$ cat config.mk
export PLATFORM = sky130hd
export DESIGN_NAME = qc_ldpc_enc
export DESIGN_NICKNAME = d
export VERILOG_FILES = /design/src/rtl/qc_enc_pkg.sv /design/src/rtl/qc_gen_rom.sv /design/src/rtl/qc_mac_unit.sv /design/src/rtl/qc_pingpong_buf.sv /design/src/rtl/qc_ldpc_enc.sv
export SDC_FILE = /design/constraint.sdc
export NUM_CORES = 1
export LEC_CHECK = 0
export BUFFER_PORTS_ARGS = -buffer_cell sky130_fd_sc_hd__buf_2
export CAP_MARGIN = 25
export CORE_UTILIZATION = 35
export DETAILED_ROUTE_END_ITERATION = 16
export SLEW_MARGIN = 15
export SYNTH_ARGS = -nofsm -noshare
export SYNTH_HDL_FRONTEND = slang
export SYNTH_SLANG_ARGS = --single-unit
$ cat constraint.sdc
create_clock -name clk_i -period 10.3 [get_ports clk_i]
set_clock_uncertainty 0.2 [all_clocks]
set_input_delay 2.06 -clock clk_i [delete_from_list [all_inputs] [get_ports clk_i]]
set_output_delay 2.06 -clock clk_i [all_outputs]
set_load 0.01 [all_outputs]
$ cat src/rtl/qc_enc_pkg.sv
package qc_enc_pkg;
  localparam int unsigned NCOL = 5;
  localparam int unsigned KMIN = 2;
  localparam int unsigned KMAX = 4;
  localparam int unsigned NPAR = NCOL - KMIN;

  // fold the spare code onto the highest rate
  function automatic logic [1:0] norm_mode(input logic [1:0] m);
    return (m == 2'b11) ? 2'b10 : m;
  endfunction

  function automatic logic [2:0] info_circ(input logic [1:0] m);
    case (m)
      2'b00:   return 3'd2;
      2'b01:   return 3'd3;
      default: return 3'd4;
    endcase
  endfunction

  // synthetic generator first-row pattern
  function automatic logic gen_bit(input int m, input int i, input int j, input int t);
    return ((t * (2 * i + 3) + 5 * j + 7 * m + 1) % 4) == 0;
  endfunction
endpackage

$ cat src/rtl/qc_gen_rom.sv
module qc_gen_rom
  import qc_enc_pkg::*;
#(
  parameter int unsigned B    = 8,
  parameter int unsigned UNIT = 0,
  parameter int unsigned CW   = 2
) (
  input  logic [1:0]    mode_i,
  input  logic [CW-1:0] circ_i,
  output logic [B-1:0]  row_o
);
  logic active;
  assign active = UNIT < (NCOL - int'(info_circ(mode_i)));

  always_comb begin
    for (int t = 0; t < int'(B); t++)
      row_o[t] = active & gen_bit(int'(mode_i), int'(circ_i), int'(UNIT), t);
  end
endmodule

$ cat src/rtl/qc_mac_unit.sv
module qc_mac_unit #(
  parameter int unsigned B = 8
) (
  input  logic         clk_i,
  input  logic         rst_ni,
  input  logic         en_i,
  input  logic         clr_i,
  input  logic         load_i,
  input  logic [B-1:0] row_i,
  input  logic         bit_i,
  output logic [B-1:0] acc_nxt_o
);
  logic [B-1:0] sr_q, acc_q, eff_row, prod;

  assign eff_row   = load_i ? row_i : sr_q;
  assign prod      = bit_i ? eff_row : '0;
  assign acc_nxt_o = (clr_i ? '0 : acc_q) ^ prod;

  always_ff @(posedge clk_i or negedge rst_ni) begin
    if (!rst_ni) begin
      sr_q  <= '0;
      acc_q <= '0;
    end else if (en_i) begin
      sr_q  <= {eff_row[B-2:0], eff_row[B-1]};
      acc_q <= acc_nxt_o;
    end
  end
endmodule

$ cat src/rtl/qc_pingpong_buf.sv
module qc_pingpong_buf #(
  parameter int unsigned N = 40
) (
  input  logic                 clk_i,
  input  logic                 rst_ni,
  input  logic                 wr_en_i,
  input  logic [$clog2(N)-1:0] wr_idx_i,
  input  logic                 wr_bit_i,
  input  logic                 commit_i,
  input  logic [1:0]           commit_mode_i,
  input  logic [N-1:0]         par_vec_i,
  input  logic [N-1:0]         par_mask_i,
  output logic                 wr_free_o,
  input  logic                 rd_ready_i,
  output logic                 rd_valid_o,
  output logic                 rd_bit_o,
  output logic                 rd_last_o,
  output logic [1:0]           rd_mode_o
);
  localparam int unsigned IW = $clog2(N);

  logic [N-1:0]  bank_q   [2];
  logic [N-1:0]  bank_nxt [2];
  logic [1:0]    bmode_q  [2];
  logic [1:0]    full_q;
  logic          wr_sel_q, rd_sel_q;
  logic [IW-1:0] rd_ptr_q;
  logic          rd_fire, rd_done;

  assign wr_free_o  = !full_q[wr_sel_q];
  assign rd_valid_o = full_q[rd_sel_q];
  assign rd_bit_o   = bank_q[rd_sel_q][rd_ptr_q];
  assign rd_last_o  = rd_valid_o && (rd_ptr_q == IW'(N - 1));
  assign rd_mode_o  = bmode_q[rd_sel_q];
  assign rd_fire    = rd_valid_o && rd_ready_i;
  assign rd_done    = rd_fire && (rd_ptr_q == IW'(N - 1));

  for (genvar g = 0; g < 2; g++) begin : g_bank
    always_comb begin
      bank_nxt[g] = bank_q[g];
      bank_nxt[g][wr_idx_i] = wr_bit_i;
      if (commit_i) bank_nxt[g] = (bank_nxt[g] & ~par_mask_i) | (par_vec_i & par_mask_i);
    end

    always_ff @(posedge clk_i or negedge rst_ni) begin
      if (!rst_ni) begin
        bank_q[g]  <= '0;
        bmode_q[g] <= '0;
        full_q[g]  <= 1'b0;
      end else begin
        if (wr_en_i && wr_sel_q == 1'(g)) bank_q[g] <= bank_nxt[g];
        if (commit_i && wr_sel_q == 1'(g)) begin
          full_q[g]  <= 1'b1;
          bmode_q[g] <= commit_mode_i;
        end else if (rd_done && rd_sel_q == 1'(g)) begin
          full_q[g] <= 1'b0;
        end
      end
    end
  end

  always_ff @(posedge clk_i or negedge rst_ni) begin
    if (!rst_ni) begin
      wr_sel_q <= 1'b0;
      rd_sel_q <= 1'b0;
      rd_ptr_q <= '0;
    end else begin
      if (commit_i) wr_sel_q <= !wr_sel_q;
      if (rd_done) begin
        rd_ptr_q <= '0;
        rd_sel_q <= !rd_sel_q;
      end else if (rd_fire) begin
        rd_ptr_q <= rd_ptr_q + 1'b1;
      end
    end
  end
endmodule

$ cat src/rtl/qc_ldpc_enc.sv
module qc_ldpc_enc
  import qc_enc_pkg::*;
#(
  parameter int unsigned B = 8
) (
  input  logic       clk_i,
  input  logic       rst_ni,
  input  logic [1:0] mode_i,
  input  logic       sob_i,
  input  logic       valid_i,
  input  logic       data_i,
  output logic       ready_o,
  input  logic       out_ready_i,
  output logic       out_valid_o,
  output logic       out_data_o,
  output logic       out_last_o,
  output logic [1:0] out_mode_o
);
  localparam int unsigned N  = NCOL * B;
  localparam int unsigned BW = $clog2(B);
  localparam int unsigned CW = $clog2(KMAX);
  localparam int unsigned IW = $clog2(N);

  logic          in_blk_q;
  logic [1:0]    mode_q, cur_mode;
  logic [CW-1:0] circ_q, cur_circ;
  logic [BW-1:0] bit_q, cur_bit;
  logic [2:0]    k_cur;
  logic          wr_free, accept, start, take, last_bit, circ_end;
  logic [IW-1:0] wr_idx;
  logic [N-1:0]  par_vec, par_mask;
  logic [B-1:0]  rom_row [NPAR];
  logic [B-1:0]  acc_nxt [NPAR];

  assign ready_o  = wr_free;
  assign accept   = valid_i && wr_free;
  assign start    = accept && sob_i;
  assign take     = accept && (sob_i || in_blk_q);
  assign cur_mode = start ? norm_mode(mode_i) : mode_q;
  assign cur_circ = start ? '0 : circ_q;
  assign cur_bit  = start ? '0 : bit_q;
  assign k_cur    = info_circ(cur_mode);
  assign circ_end = cur_bit == BW'(B - 1);
  assign last_bit = take && circ_end && (cur_circ == CW'(k_cur - 3'd1));
  assign wr_idx   = IW'(int'(cur_circ) * int'(B) + int'(cur_bit));

  always_ff @(posedge clk_i or negedge rst_ni) begin
    if (!rst_ni) begin
      in_blk_q <= 1'b0;
      mode_q   <= '0;
      circ_q   <= '0;
      bit_q    <= '0;
    end else if (take) begin
      mode_q <= cur_mode;
      if (last_bit) begin
        in_blk_q <= 1'b0;
        circ_q   <= '0;
        bit_q    <= '0;
      end else begin
        in_blk_q <= 1'b1;
        bit_q    <= circ_end ? '0 : cur_bit + 1'b1;
        circ_q   <= circ_end ? cur_circ + 1'b1 : cur_circ;
      end
    end
  end

  for (genvar j = 0; j < int'(NPAR); j++) begin : g_lane
    qc_gen_rom #(.B(B), .UNIT(j), .CW(CW)) u_rom (
      .mode_i (cur_mode),
      .circ_i (cur_circ),
      .row_o  (rom_row[j])
    );
    qc_mac_unit #(.B(B)) u_mac (
      .clk_i     (clk_i),
      .rst_ni    (rst_ni),
      .en_i      (take),
      .clr_i     (start),
      .load_i    (cur_bit == '0),
      .row_i     (rom_row[j]),
      .bit_i     (data_i),
      .acc_nxt_o (acc_nxt[j])
    );
  end

  // place each lane's parity after the information part
  always_comb begin
    par_vec  = '0;
    par_mask = '0;
    for (int j = 0; j < int'(NPAR); j++) begin
      if (j < int'(NCOL) - int'(k_cur)) begin
        for (int t = 0; t < int'(B); t++) begin
          par_vec[(int'(k_cur) + j) * int'(B) + t]  = acc_nxt[j][t];
          par_mask[(int'(k_cur) + j) * int'(B) + t] = 1'b1;
        end
      end
    end
  end

  qc_pingpong_buf #(.N(N)) u_buf (
    .clk_i         (clk_i),
    .rst_ni        (rst_ni),
    .wr_en_i       (take),
    .wr_idx_i      (wr_idx),
    .wr_bit_i      (data_i),
    .commit_i      (last_bit),
    .commit_mode_i (cur_mode),
    .par_vec_i     (par_vec),
    .par_mask_i    (par_mask),
    .wr_free_o     (wr_free),
    .rd_ready_i    (out_ready_i),
    .rd_valid_o    (out_valid_o),
    .rd_bit_o      (out_data_o),
    .rd_last_o     (out_last_o),
    .rd_mode_o     (out_mode_o)
  );
endmodule

# Yosys cells after proc, flatten, opt, wreduce, memory -nomap -nowiden
# Index checks and enable logic that the tools add are counted.
# word_totals
ff_bits	150
input_bits	8
# op_classes
n_addsub	92
n_mul	5
n_lt_le_gt_ge	60
eq_ne	5
n_mux	120
bitwise	84
n_reduce_logical	96
# ops
cell	n
40-bit bitwise mux	25
40-bit OR	22
32-bit by 2-bit adder with 32-bit output, second input constant	26
32-bit logical NOT	24
32-bit adder	21
32-bit by 1-bit >= comparator with 1-bit output, second input constant	14
32-bit by 8-bit < comparator with 1-bit output, second input constant	14
40-bit 2-to-1 mux	11
32-bit by 4-bit adder with 32-bit output, second input constant	13
32-bit by 5-bit adder with 32-bit output, second input constant	7
1-bit demux with 6-bit select	22
32-bit by 3-bit adder with 32-bit output, second input constant	4
40-bit bitwise AND	3
40-bit by 33-bit OR with 40-bit output	2
8-bit 2-to-1 mux	9
1-bit by 32-bit < comparator with 1-bit output, first input constant	2
4-bit by 32-bit multiplier with 32-bit output, first input constant	2
7-bit by 1-bit >= comparator with 1-bit output, second input constant	7
7-bit < comparator, second input constant	7
1-bit bitwise AND	48
2-bit OR reduction	24
40-bit by 33-bit bitwise AND with 40-bit output	1
40-bit NOT	1
33-bit by 40-bit OR with 40-bit output	1
other kinds (48)	152

# Depth between registers and ports, before layout
# Gate-level depths: netlist of run 1.
# logic_depth
word_depth	47
depth_mapped	19
ltp_nobuf	14

# Cells and area by module
# A second synthesis of run 1 with hierarchy kept.
# hier_totals
cells_unflattened	1102
area_unflattened_um2	9830.7
# by_module_without_submodules
module	instances	cells_each	area_each_um2	seq_area_each_um2
qc_pingpong_buf	1	620	5594.1	2352.3
qc_mac_unit	3	103	994.7	400.4
qc_ldpc_enc	1	131	898.4	200.2
qc_gen_rom at g_lane[0].u_rom	1	14	126.4	0.0
qc_gen_rom at g_lane[1].u_rom	1	14	116.4	0.0
qc_gen_rom at g_lane[2].u_rom	1	14	111.4	0.0

# Least setup slack after synthesis of run 1
# No wires, ideal clock.
# synth_path
kind	in2reg
start	in sob_i
end	reg u_buf.bank_q[74] (netlist name)
setup_ns	0.128
arrival_ns	5.807
required_time_ns	9.972
slack_ns	4.166
stages	15
n_path_buf	5
cell_sequence	buf_2 > and2_1 > nand2_1 > clkbuf_1 > buf_1 > mux2i_1 > ha_1 > clkbuf_1 > clkinv_1 > o22ai_2 > nor2_1 > or3_4 > or3_1 > clkbuf_2 > mux2_1
# synth_between
elab_chain_len	41
word_cells_on_any_way	392
classes_between	add/sub: 89; mul: 5; order compare: 50; eq/ne: 3; mux: 88; bitwise: 79; reduce/logical: 78
# synth_rtl
element	line_no	rtl
start, declared	qc_ldpc_enc.sv:9	input logic sob_i,
parallel branches: the longest is 41 deep, another holds 3-bit by 32-bit multiplier with 32-bit output	--	
end signal, assigned by index	qc_pingpong_buf.sv:51	if (wr_en_i && wr_sel_q == 1'(g)) bank_q[g] <= bank_nxt[g];
end, declared	qc_pingpong_buf.sv:22	logic [N-1:0] bank_q [2];
# Several ways; the timed one is not identified.
# A chain may end at the register's enable or synchronous reset.

# Worst setup path after layout of run 1
# layout_path
start	in valid_i
end	reg u_buf.bank_q[59] (netlist name)
# layout_between
elab_chain_len	42
word_cells_on_any_way	392
classes_between	add/sub: 89; mul: 5; order compare: 50; eq/ne: 3; mux: 88; bitwise: 79; reduce/logical: 78
# layout_rtl
element	line_no	rtl
start, declared	qc_ldpc_enc.sv:10	input logic valid_i,
1-bit logical AND (*)	qc_ldpc_enc.sv:36	assign accept = valid_i && wr_free;
parallel branches: the longest is 41 deep, another holds 3-bit by 32-bit multiplier with 32-bit output	--	
# Every way passes the cells marked *.

==> flow_metrics.tcl, run 1 <==
set metrics [dict create \
    dieWidth_um 168.7 \
    fmax_ghz 0.1515 \
    grtUsageMet2 0.3608 \
    clkTransAtPathRegs_ns 0.07 \
    row_count 60 \
    synthCells 1101 \
    htreeDepth 4 \
    synth_top_area_share 0.3858 \
    final-hold-violation-count 0 \
    maxCapViolCount 0 \
    path_class "in2reg" \
    post-route-period-util 0.6408 \
    grt_pass1_vias 8572 \
    core_sq_um 27100 \
    setup_violations 0 \
    rr_worst_depth 13 \
    hold_slack_ns 0.2847 \
    root_buffer "clkbuf_16" \
    leakage_nw 4.355 \
    yosysWarnings 0 \
    syn_nets 1125 \
    cp_max_fo 20 \
    firstDrtPassIters 7 \
    cts_tree "built" \
    drt_iter0_drc 1165 \
    maxSlewHeadroom 0.3302 \
    r2r-end "u_buf.bank_q[59]" \
    worstHoldEndpoint "u_buf.bmode_q[2]" \
    gr-usage-met1 0.3329 \
    ys_async_sr_fraction 1.000 \
    syn_avg_cell_area_sq_um 8.837 \
    grt_max_degree 78 \
    synth.distinct_cells 81 \
    ys_seq_area_frac 0.3858 \
    antenna_found_initial 0 \
    place_congestion 0.9567 \
    rsz0062_at_grt "false" \
    finish.instance_area_sq_um 10710 \
    cp.required_ns 10.39 \
    path_cells "buf_2, and2_1, nand2_1, and2_1, inv_1, ha_1, nor2b_1, o2111ai_1, o21ai_1, o21ai_1, xnor2_1, a2bb2oi_1, a221oi_1" \
    critPathCaptureType "register" \
    start_kind "input pin" \
    diodes 0 \
    synthXorXnorAreaFrac 0.02070 \
    synth.mux.area_fraction 0.09053 \
    grt_first_pass_wirelength_um 51850 \
    worst_pin_slew_ns 0.9975 \
    synth_top_family_by_area "compound AO/OA/AOI/OAI gates" \
    r2r_start "u_buf.wr_sel_q" \
    hp-start "u_buf.bmode_q[2]" \
    post_cts_resized 0 \
    drc 0 \
    vias 9094 \
    whs_path_depth 2 \
    area_delta_synth_final_pct 10.08 \
    yosysMostFrequentCell "nand2_1" \
    ant_nets 0 \
    ir_drop_v 0.0001251 \
    io_buffers 13 \
    synth_area_sq_um 9729 \
    top_usage_layer "met2" \
    hpwl_um 22940 \
    clk_latency_ns 0.44 \
    nets 1096 \
    ff_latch_area_sq_um 3754 \
    slowest_delay_ns 0.86 \
    crit_arrival_ns 6.69 \
    synthTopCellsByArea "dfrtp_1 39%, nand2_1 6.7%, mux4_2 5.8%" \
    multi_input_area_sq_um 5567 \
    r2r_slack_ns 4.29 \
    finalSetupTns_ns 0 \
    synth_compound_area_frac 0.2614 \
    critical_path.slowest_cell "nor2b_1" \
    dpl-instance-area_sq_um 10100 \
    dieHeight_um 168.7 \
    initial_utilization 0.3590 \
    synth_ff_type "dfrtp_1" \
    synth_edf_count 0 \
    via_per_inst 6.242 \
    power_density_nw_per_um2 229.4 \
    ys_ff_latch 150 \
    globalRouteMet3Util 0.05074 \
    synth_fa_ha_area_frac 0.02058 \
    io_pins 14 \
    fin_crit_ns 6.600 \
    fillerInstances 2678 \
    cts_buffers 17 \
    die_area_sq_um 28470 \
    outcome "finished clean" \
    worstHoldPathType "reg2reg" \
    grt_overflow 0 \
    cts_sinks 150 \
    synth_common_cells "174 x nand2_1, 150 x dfrtp_1, 87 x a21oi_1" \
    clock_path_buffers 2 \
    yosysTopAreaCell "dfrtp_1" \
    cts_setup_buffers 0 \
    drive_above_1_share 0.1171 \
    final_max_slew_viol_count 0 \
    finalWirelength_um 33210 \
    grtUsageTotal 0.2389 \
    synthSimpleGateAreaFrac 0.1759 \
    hold_buffers 0 \
    avgRoutedWirePerCell_um 22.80 \
]
## cell type report
class	count	area share
multi-input cells	843	0.5197
flip-flops and latches	150	0.3505
clock buffers	21	0.04393
well taps	372	0.04346
repair buffers	32	0.02185
clock inverters	11	0.01075
inverters	28	0.009813
## flip-flops by register name, summed over array words and instances, names as in the netlist
name,cells
g_lane.u_mac.sr_q,24
circ_q,2
bit_q,3
mode_q,2
u_buf.rd_sel_q,1
u_buf.wr_sel_q,1
g_lane.u_mac.acc_q,24
in_blk_q,1
u_buf.bmode_q,4
u_buf.full_q,2
u_buf.rd_ptr_q,6
u_buf.bank_q,80
## worst max-delay path: cells and delay by family
family / cells / cell delay (ns)
AO/OA/AOI/OAI: 5 / 1.30
buffers and inverters: 2 / 0.28
adder cells (fa/ha/maj): 1 / 0.71
AND/OR/NAND/NOR: 4 / 1.67
XOR/XNOR: 1 / 0.66
## where the power goes
part           leakage [nW]  internal [mW]  switching [mW]
sequential             1.99          0.726           0.124
clock                 0.274          0.356           0.280
combinational          2.09          0.324           0.647
## per-stage QoR
stage	setup slack [ns]	util	std cells	power, mW
floorplan	4.166	-	1101	1.479
global placement	3.319	0.3720	1422	1.787
detailed placement	3.475	0.3726	1424	1.796
CTS	3.926	0.3942	1456	2.434
global route	3.471	0.3952	1457	2.580
finish	3.700	0.3952	1457	2.457
## placed cells by master, fill, tap and decap left out, types with 11 or more instances in the layout
cell | synthesis | layout
a211oi_1 | 20 | 19
a21oi_1 | 87 | 87
a221oi_1 | 36 | 36
a22oi_1 | 16 | 16
and2_1 | 11 | 11
buf_2 | 10 | 12
buf_4 | 1 | 18
clkbuf_16 | 0 | 17
dfrtp_1 | 150 | 150
ha_1 | 16 | 16
inv_1 | 26 | 26
mux2_2 | 16 | 16
mux4_2 | 25 | 25
nand2_1 | 174 | 173
nand3_1 | 32 | 32
nand4_1 | 11 | 11
nor2_1 | 72 | 72
nor3_1 | 27 | 25
o211ai_1 | 18 | 18
o21ai_0 | 81 | 81
xnor2_1 | 14 | 14
## how the worst max path moves through the flow
stage                       start               end  slack [ns]
after floorplan             sob_i  u_buf.bank_q[74]        4.17
after global placement      sob_i  u_buf.bank_q[51]        3.32
after detailed placement  valid_i  u_buf.bank_q[59]        3.48
after CTS                 valid_i  u_buf.bank_q[59]        3.93
after global routing      valid_i  u_buf.bank_q[23]        3.47
final                     valid_i  u_buf.bank_q[59]        3.70
## cell families after synthesis
family,Yosys count
flops,150
buf+inv,108
xor+xnor,23
fa+ha+maj,16
mux,54
simple gates,375
compound gates,375
## layer usage
layer | routed length [um] | up-vias
met5 | 0 | -
met4 | 1022 | 0
met3 | 2821 | 80
met2 | 14720 | 478
met1 | 14650 | 4485
li1 | - | 4051
Note: power is estimated with default switching activity, not from simulation.
==> run 2, diff against run 1 <==
==> constraint.sdc (replaced) <==
create_clock -name clk_i -period 5.9 [get_ports clk_i]
set_clock_uncertainty 0.2 [all_clocks]
set_input_delay 1.18 -clock clk_i [delete_from_list [all_inputs] [get_ports clk_i]]
set_output_delay 1.18 -clock clk_i [all_outputs]
set_load 0.01 [all_outputs]
==> flow_metrics.tcl, run 2 (same netlist as run 1, synthesis figures left out) <==
set metrics [dict create \
    cp_num_buf_inv 2 \
    critPathCaptureType "register" \
    cp_max_fo 21 \
    power_density_nw_per_um2 412.6 \
    slowest_delay_ns 0.70 \
    outcome "finished clean" \
    rr_worst_depth 13 \
    leakage_nw 4.468 \
    setup_violations 0 \
    dieWidth_um 168.7 \
    whs_path_depth 2 \
    ant_nets 0 \
    crit_arrival_ns 5.41 \
    maxSlewHeadroom 0.2897 \
    avgRoutedWirePerCell_um 22.83 \
    htreeDepth 4 \
    root_buffer "clkbuf_16" \
    regMostFlops "u_buf.bank_q" \
    final-hold-violation-count 0 \
    path_class "reg2reg" \
    post-route-period-util 0.9052 \
    start_kind "register" \
    final_util 0.4017 \
    drive_above_1_share 0.1296 \
    hpwl_um 23700 \
    grt_first_pass_wirelength_um 52870 \
    clk_latency_ns 0.45 \
    initial_utilization 0.3590 \
    path_cells "mux2_4, inv_2, nand2_1, o21ai_0, inv_1, ha_1, or2_2, nor2_1, a211oi_1, a211oi_2, mux2i_1, a221oi_1, a221oi_1" \
    firstDrtPassIters 8 \
    drt_iter0_drc 1271 \
    nets 1114 \
    largest_reg_flops 80 \
    reg_top3 "u_buf.bank_q x80, g_lane.u_mac.acc_q x24, g_lane.u_mac.sr_q x24" \
    maxCapViolCount 0 \
    sequentialPowerShare 0.332 \
    dieHeight_um 168.7 \
    fmax_ghz 0.1872 \
    worstHoldPathType "reg2reg" \
    row_count 60 \
    cts_setup_buffers 0 \
    final_common_cell "nand2_1" \
    fillerInstances 2692 \
    rsz0062_at_grt "false" \
    critPathTopFamily "compound AO/OA/AOI/OAI gates" \
    place_congestion 0.9340 \
    pwr-share-comb 0.390 \
    cp.depth 13 \
    grtUsageTotal 0.2438 \
    clock_path_buffers 2 \
    post_cts_resized 0 \
    fin_crit_ns 5.341 \
    final_cell_mix "173 x nand2_1, 150 x dfrtp_1, 87 x a21oi_1" \
    cts_sinks 150 \
    worst_pin_slew_ns 1.061 \
    clkTransAtPathRegs_ns 0.07 \
    diodes 0 \
    via_per_inst 6.236 \
    cp.required_ns 5.97 \
    drc 0 \
    switching_share 0.4139 \
    critical_path.slowest_cell "a221oi_1" \
    final_max_slew_viol_count 0 \
    finalWirelength_um 33670 \
    finalSetupTns_ns 0 \
    multi_input_area_sq_um 5562 \
    intPower_mw 2.633 \
    area_delta_synth_final_pct 11.90 \
    core_sq_um 27100 \
    path_common_cell "a221oi_1" \
    cts_buffers 17 \
    grt_overflow 0 \
    grt_max_degree 58 \
    dpl-instance-area_sq_um 10220 \
    antenna_found_initial 0 \
    finish.instance_area_sq_um 10890 \
    io_pins 14 \
    io_buffers 13 \
    vias 9198 \
    cts_tree "built" \
    ff_latch_area_sq_um 3754 \
    hold_buffers 0 \
    grt_pass1_vias 8707 \
    ir_drop_v 0.0002056 \
    p_switching_mw 1.859 \
    die_area_sq_um 28470 \
    clkPwrFrac 0.278 \
    hold_slack_ns 0.2727 \
]
==> run 2: layout make-up <==
class,instances,area share
repair buffers,50,0.03207
flip-flops and latches,150,0.3448
multi-input cells,843,0.5109
inverters,28,0.009654
clock buffers,19,0.03977
well taps,372,0.04275
clock inverters,13,0.02011
==> run 2: final timing paths <==
check,start,slack [ns],endpoint
worst max-delay path,u_buf.wr_sel_q,0.56,u_buf.bank_q[63]
worst min-delay path,u_buf.bank_q[79],0.27,u_buf.bank_q[79]
worst max register to register,u_buf.wr_sel_q,0.56,u_buf.bank_q[63]
worst min register to register,u_buf.bank_q[79],0.27,u_buf.bank_q[79]
max in group asynchronous,rst_ni,3.84,g_lane[1].u_mac.acc_q[2]
min in group asynchronous,rst_ni,0.49,u_buf.bank_q[17]
==> run 2: metal layers <==
layer	track usage	vias up	routed length, um
li1	-	4095	-
met1	0.3448	4496	14610
met2	0.3714	535	15140
met3	0.05120	72	3112
met4	0.07589	0	817
met5	0	-	0
==> run 2: stage by stage <==
step	total power, mW	instances	worst slack [ns]
final	4.492	1475	0.5591
after global routing	4.711	1475	0.3250
after CTS	4.457	1473	0.7935
after detailed placement	3.206	1441	0.5147
after global placement	3.191	1441	0.5341
after floorplan	2.582	1101	0.6458
==> run 2: worst reg2reg max path, cell delays in order (launching register included) <==
cell      delay [ns]
dfrtp_1         0.53
mux2_4          0.47
inv_2           0.30
nand2_1         0.22
o21ai_0         0.46
inv_1           0.24
ha_1            0.28
or2_2           0.38
nor2_1          0.39
a211oi_1        0.13
a211oi_2        0.40
mux2i_1         0.28
a221oi_1        0.71
a221oi_1        0.19
==> run 2: power by group through the flow <==
stage | Clock [mW] | Sequential [mW] | Combinational, mW
5_1_grt | 1.30 | 1.52 | 1.89
3_5_place_dp | 0 | 1.50 | 1.71
4_1_cts | 1.26 | 1.48 | 1.72
2_1_floorplan | 0 | 1.40 | 1.18
3_3_place_gp | 0 | 1.49 | 1.70
6_report | 1.25 | 1.49 | 1.75
